File: src/rtl/uart_stat_pkg.sv
package uart_stat_pkg;
  localparam int ST_W  = 8;
  localparam int B_PE  = 7;
  localparam int B_NF  = 6;
  localparam int B_FE  = 5;
  localparam int B_OV  = 4;
  localparam int B_RI  = 3;
  localparam int B_RX  = 2;
  localparam int B_TI  = 1;
  localparam int N_ERR = 3;  // index 0 noise, 1 framing, 2 parity

  function automatic int err_bit(input int idx);
    case (idx)
      0:       return B_NF;
      1:       return B_FE;
      default: return B_PE;
    endcase
  endfunction
endpackage

File: src/rtl/uart_seen_latch.sv
module uart_seen_latch
  import uart_stat_pkg::*;
(
  input  logic            clk,
  input  logic            rst_n,
  input  logic            stat_rd,
  input  logic            data_rd,
  input  logic            data_wr,
  input  logic [ST_W-1:0] flags,
  output logic [ST_W-1:0] seen,
  output logic            access
);
  assign access = data_rd | data_wr;

  always_ff @(posedge clk or negedge rst_n) begin
    if (!rst_n)       seen <= '0;
    else if (stat_rd) seen <= flags;
    else if (access)  seen <= '0;
  end

  // a data access consumes the record taken by the status read
  a_r11_seen_consumed: assert property (@(posedge clk) disable iff (!rst_n)
    (access && !stat_rd) |=> (seen == '0));
endmodule

File: src/rtl/uart_rx_flags.sv
module uart_rx_flags
  import uart_stat_pkg::*;
#(
  parameter int RX_DEPTH = 2
) (
  input  logic             clk,
  input  logic             rst_n,
  input  logic             word_done,
  input  logic [N_ERR-1:0] err_in,
  input  logic             start_det,
  input  logic             stop_done,
  input  logic             int_en,
  input  logic             data_rd,
  input  logic             access,
  input  logic [N_ERR-1:0] seen_err,
  input  logic             seen_ovr,
  input  logic             seen_rx,
  output logic [N_ERR-1:0] err_q,
  output logic             ovr_q,
  output logic             ridle_q,
  output logic             rxif,
  output logic             irq_q
);
  localparam int CNT_W = $clog2(RX_DEPTH + 1);
  localparam logic [CNT_W-1:0] FULL = CNT_W'(RX_DEPTH);

  logic [CNT_W-1:0] count_q;
  logic load, overflow, pop;

  assign load     = word_done && !ovr_q && (count_q != FULL);
  assign overflow = word_done && !ovr_q && (count_q == FULL);
  assign pop      = data_rd && seen_rx && (count_q != '0);
  assign rxif     = (count_q != '0);

  always_ff @(posedge clk or negedge rst_n) begin
    if (!rst_n) count_q <= '0;
    else        count_q <= count_q + CNT_W'(load) - CNT_W'(pop);
  end

  for (genvar i = 0; i < N_ERR; i++) begin : g_err
    always_ff @(posedge clk or negedge rst_n) begin
      if (!rst_n)                        err_q[i] <= 1'b0;
      else if (load && err_in[i])        err_q[i] <= 1'b1;
      else if (access && seen_err[i])    err_q[i] <= 1'b0;
    end
  end

  always_ff @(posedge clk or negedge rst_n) begin
    if (!rst_n)                     ovr_q <= 1'b0;
    else if (overflow)              ovr_q <= 1'b1;
    else if (access && seen_ovr)    ovr_q <= 1'b0;
  end

  always_ff @(posedge clk or negedge rst_n) begin
    if (!rst_n)         ridle_q <= 1'b1;
    else if (start_det) ridle_q <= 1'b0;
    else if (stop_done) ridle_q <= 1'b1;
  end

  always_ff @(posedge clk or negedge rst_n) begin
    if (!rst_n) irq_q <= 1'b0;
    else        irq_q <= load && int_en;
  end

  // an overflowing word never raises the noise flag
  a_r3_no_noise_on_overrun: assert property (@(posedge clk) disable iff (!rst_n)
    (word_done && !ovr_q && count_q == FULL && !err_q[0]) |=> !err_q[0]);
  // overrun freezes the buffer against new words
  a_r5_inhibit_holds: assert property (@(posedge clk) disable iff (!rst_n)
    (ovr_q && word_done && !pop) |=> $stable(count_q));
  // receive-available only drops after an armed data read
  a_r7_rxif_clear: assert property (@(posedge clk) disable iff (!rst_n)
    $fell(rxif) |-> $past(data_rd && seen_rx));
  // noise flag only drops through the read-then-access sequence
  a_r4_noise_clear: assert property (@(posedge clk) disable iff (!rst_n)
    $fell(err_q[0]) |-> $past(access && seen_err[0]));
  // start strobe drops receiver idle
  a_r6_start_busy: assert property (@(posedge clk) disable iff (!rst_n)
    start_det |=> !ridle_q);
  // interrupt only when enabled at the load
  a_r8_irq_enabled: assert property (@(posedge clk) disable iff (!rst_n)
    irq_q |-> $past(int_en && word_done));
endmodule

File: src/rtl/uart_tx_flags.sv
module uart_tx_flags (
  input  logic clk,
  input  logic rst_n,
  input  logic hold_empty,
  input  logic shift_busy,
  input  logic data_wr,
  input  logic seen_ti,
  output logic tidle
);
  logic cond, prev_q, arm_q, rise;

  assign cond  = hold_empty && !shift_busy;
  assign rise  = cond && !prev_q;
  assign tidle = arm_q && cond;

  always_ff @(posedge clk or negedge rst_n) begin
    if (!rst_n) prev_q <= 1'b1;
    else        prev_q <= cond;
  end

  always_ff @(posedge clk or negedge rst_n) begin
    if (!rst_n)                   arm_q <= 1'b1;
    else if (rise)                arm_q <= 1'b1;
    else if (data_wr && seen_ti)  arm_q <= 1'b0;
  end

  // an armed write clears transmitter idle unless idle is re-entered
  a_r10_tidle_clear: assert property (@(posedge clk) disable iff (!rst_n)
    ($past(data_wr && seen_ti) && !$past(rise)) |-> !tidle);
endmodule

File: src/rtl/uart_status_ctrl.sv
module uart_status_ctrl
  import uart_stat_pkg::*;
#(
  parameter int RX_DEPTH = 2
) (
  input  logic       clk,
  input  logic       rst_n,
  input  logic       rx_word_done,
  input  logic       rx_noise,
  input  logic       rx_frame_err,
  input  logic       rx_parity_err,
  input  logic       rx_start_det,
  input  logic       rx_stop_done,
  input  logic       tx_hold_empty,
  input  logic       tx_shift_busy,
  input  logic       rx_int_en,
  input  logic       bus_stat_rd,
  input  logic       bus_data_rd,
  input  logic       bus_data_wr,
  output logic [7:0] status_byte,
  output logic       rx_irq,
  output logic       rx_inhibit
);
  logic [ST_W-1:0]  seen;
  logic             access;
  logic [N_ERR-1:0] err_q, seen_err;
  logic             ovr_q, ridle_q, rxif, tidle;

  for (genvar i = 0; i < N_ERR; i++) begin : g_map
    assign seen_err[i]            = seen[err_bit(i)];
    assign status_byte[err_bit(i)] = err_q[i];
  end
  assign status_byte[B_OV] = ovr_q;
  assign status_byte[B_RI] = ridle_q;
  assign status_byte[B_RX] = rxif;
  assign status_byte[B_TI] = tidle;
  assign status_byte[0]    = 1'b0;
  assign rx_inhibit        = ovr_q;

  uart_seen_latch u_seen (
    .clk(clk), .rst_n(rst_n), .stat_rd(bus_stat_rd), .data_rd(bus_data_rd),
    .data_wr(bus_data_wr), .flags(status_byte), .seen(seen), .access(access)
  );

  uart_rx_flags #(.RX_DEPTH(RX_DEPTH)) u_rx (
    .clk(clk), .rst_n(rst_n), .word_done(rx_word_done),
    .err_in({rx_parity_err, rx_frame_err, rx_noise}),
    .start_det(rx_start_det), .stop_done(rx_stop_done), .int_en(rx_int_en),
    .data_rd(bus_data_rd), .access(access), .seen_err(seen_err),
    .seen_ovr(seen[B_OV]), .seen_rx(seen[B_RX]), .err_q(err_q), .ovr_q(ovr_q),
    .ridle_q(ridle_q), .rxif(rxif), .irq_q(rx_irq)
  );

  uart_tx_flags u_tx (
    .clk(clk), .rst_n(rst_n), .hold_empty(tx_hold_empty),
    .shift_busy(tx_shift_busy), .data_wr(bus_data_wr), .seen_ti(seen[B_TI]),
    .tidle(tidle)
  );

  // inhibit tracks overrun state
  a_r5_inhibit_out: assert property (@(posedge clk) disable iff (!rst_n)
    rx_irq |-> !$past(rx_inhibit));
endmodule

File: config.mk
export PLATFORM = sky130hd
export DESIGN_NAME = uart_status_ctrl
export DESIGN_NICKNAME = d
export VERILOG_FILES = /design/src/rtl/uart_stat_pkg.sv /design/src/rtl/uart_seen_latch.sv /design/src/rtl/uart_rx_flags.sv /design/src/rtl/uart_tx_flags.sv /design/src/rtl/uart_status_ctrl.sv
export SDC_FILE = /design/constraint.sdc
export NUM_CORES = 1
export LEC_CHECK = 0
export BUFFER_PORTS_ARGS = -buffer_cell sky130_fd_sc_hd__buf_4
export CAP_MARGIN = 20
export CORE_UTILIZATION = 49
export DETAILED_ROUTE_END_ITERATION = 8
export PLACE_DENSITY = 0.83
export SYNTH_ARGS = -nofsm -noshare
export SYNTH_HDL_FRONTEND = slang
export SYNTH_HIERARCHICAL = 1
export SYNTH_SLANG_ARGS = --single-unit
export TNS_END_PERCENT = 20
File: constraint.sdc
create_clock -name clk -period 1.8 [get_ports clk]
set_input_delay 0.18 -clock clk [delete_from_list [all_inputs] [get_ports clk]]
set_output_delay 0.18 -clock clk [all_outputs]
set_load 0.02 [all_outputs]
==> results.yml <==
synthesis:
  syn_area_per_cell_sq_um: 11.8
  syn_area_sq_um: 754
  syn_inst: 64
  synth_fp_nets: 80
  yosysWarningCount: 6
cts:
  cts_sinks: 16
  clkTransAtPathRegs_ps: 80
  cts_buffers: 3
  cts_htree_levels: 1
  cts_tree: "built"
  clk_path_buf_depth: 2
  clk_latency_ps: 290
  cts_root_buf: "clkbuf_4"
sta:
  finalMaxSlewViolations: 0
  rsz0062_at_grt: "false"
  finalCritPeriodShare_pct: 94.6
  fmax_mhz: 587
  setup-tns-final_ps: 0
  finClkSkew_ps: 4.19
  fin_ws_ps: 97.5
  setup_violations: 0
  post-route-min-period_ps: 1700
  hold_violations: 0
setup_path:
  cp-end-kind: "flip-flop"
  cp.required_ps: 1980
  cp.arrival_ps: 1880
  worstSetupPathType: "flip-flop to flip-flop"
  critPathLaunchType: "flip-flop"
  critPathMaxFanout: 3
flow_run:
  drv_cap: 0
final_layout:
  seqCellArea_sq_um: 404
  stdcell_area_sq_um: 970
  drive_gt1_share_pct: 42.7
  area_growth_pct: 28.5
  instances_no_fill: 104
  diodes: 0
  fillers: 106
  final_nets: 106
  multi_input_area_sq_um: 302
routing:
  first_iter_violations: 4
  drc: 0
  drtAntennaViolNets: 0
  firstDrtPassIters: 3
  wl_mm: 1.40
  wire_per_inst_microns: 13.5
  routed_via_density: 5.15
  via_count: 536
die:
  die_x_microns: 41.2
  row_count: 13
  core_sq_um: 1370
  die_h_microns: 41.2
  pin_count: 24
  dieArea_sq_um: 1700
  start_util_pct: 55.2
power:
  power.density_nw_per_um2: 1410
  power.total_w: 0.00137
  leakage_nw: 0.491
  ir_drop_v: 0.00125
status:
  outcome: "finished, final reports clean"
global_routing:
  grt_pass1_vias: 505
  overflow: 0
  grt_pass1_wl_mm: 2.18
  track_usage_pct: 20.8
  antenna_found_initial: 0
  grt_max_degree: 17
placement:
  place_ws_ps: 71.9
  hpwl_mm: 1.04
  placedCellCount: 97
  place_area_sq_um: 908
  numPortBuffers: 22
  place_congestion: 0.640
hold_path:
  hp-class: "input pin to flip-flop"
[worst max-delay path: stages (launching register included)]
cell     delay [ps]
dfrtp_1         380
or2_4           250
and3_1          180
ha_1            270
inv_1            40
ha_1            210
xnor2_2         140
xnor2_1         120
[state kept, by name (all words and copies together) (netlist names)]
signal        cells
u_seen/seen       6
u_rx/ridle_q      1
u_tx/arm_q        1
u_rx/irq_q        1
u_rx/count_q      2
u_tx/prev_q       1
u_rx/ovr_q        1
u_rx/err_q        3
[final timing paths]
check                                start               to  slack [ps]  cells after the start
max                        u_rx/count_q[0]  u_rx/count_q[1]         100                      7
min                          tx_shift_busy      u_tx/prev_q          10                      2
max reg2reg                u_rx/count_q[0]  u_rx/count_q[1]         100                      7
min reg2reg                   u_rx/ridle_q     u_rx/ridle_q         500                      2
max in group asynchronous            rst_n       u_tx/arm_q        1280                      2
min in group asynchronous            rst_n    u_rx/err_q[2]         270                      2
[placed cells by master (no fill, tap or decap), types with 3 or more instances in the layout]
cell type,count
inv_1,3
buf_4,25
dfrtp_1,13
a22o_1,7
nor2b_1,4
dfstp_2,3
clkbuf_4,3
a32o_1,3
nand2_1,6
[cell type report]
type,instances,share of cell area (%)
flip-flops and latches,16,41.7
well taps,15,1.94
inverters,3,1.16
repair buffers,27,21.4
multi-input cells,39,31.1
clock buffers,4,2.71
[routing by layer]
layer  up-vias  wire [microns]  global-route usage, %
li1        263               -                      -
met1       256             603                   24.2
met2        15             713                   34.4
met3         2              68                   8.15
met4         0              14                   7.26
met5         -               0                      0
[repair_timing]
item | 4_1_cts | 5_1_grt
gates resized for setup | 0 | 1
buffers inserted | 0 | 1
hold buffers | 2 | 0
endpoints found under the hold margin | 17 | 0
setup endpoints to repair | 0 | 1
[where the power goes]
group          internal (W)  switching [W]  total [W]
sequential         0.000481      0.0000788   0.000559
combinational      0.000333       0.000285   0.000618
clock             0.0000862       0.000109   0.000195
total              0.000899       0.000473    0.00137
[stage by stage]
| step | util (%) | hold WS [ps] |
|---|---|---|
| 3_3_place_gp | 66.5 | 46.8 |
| 4_1_cts | 69.9 | 6.01 |
| 3_5_place_dp | 66.5 | 48.7 |
| 6_report | 71.0 | 14.7 |
| 5_1_grt | 71.0 | 6.40 |
| 2_1_floorplan | - | -116 |
No activity file was read; power rests on OpenSTA's default activity.
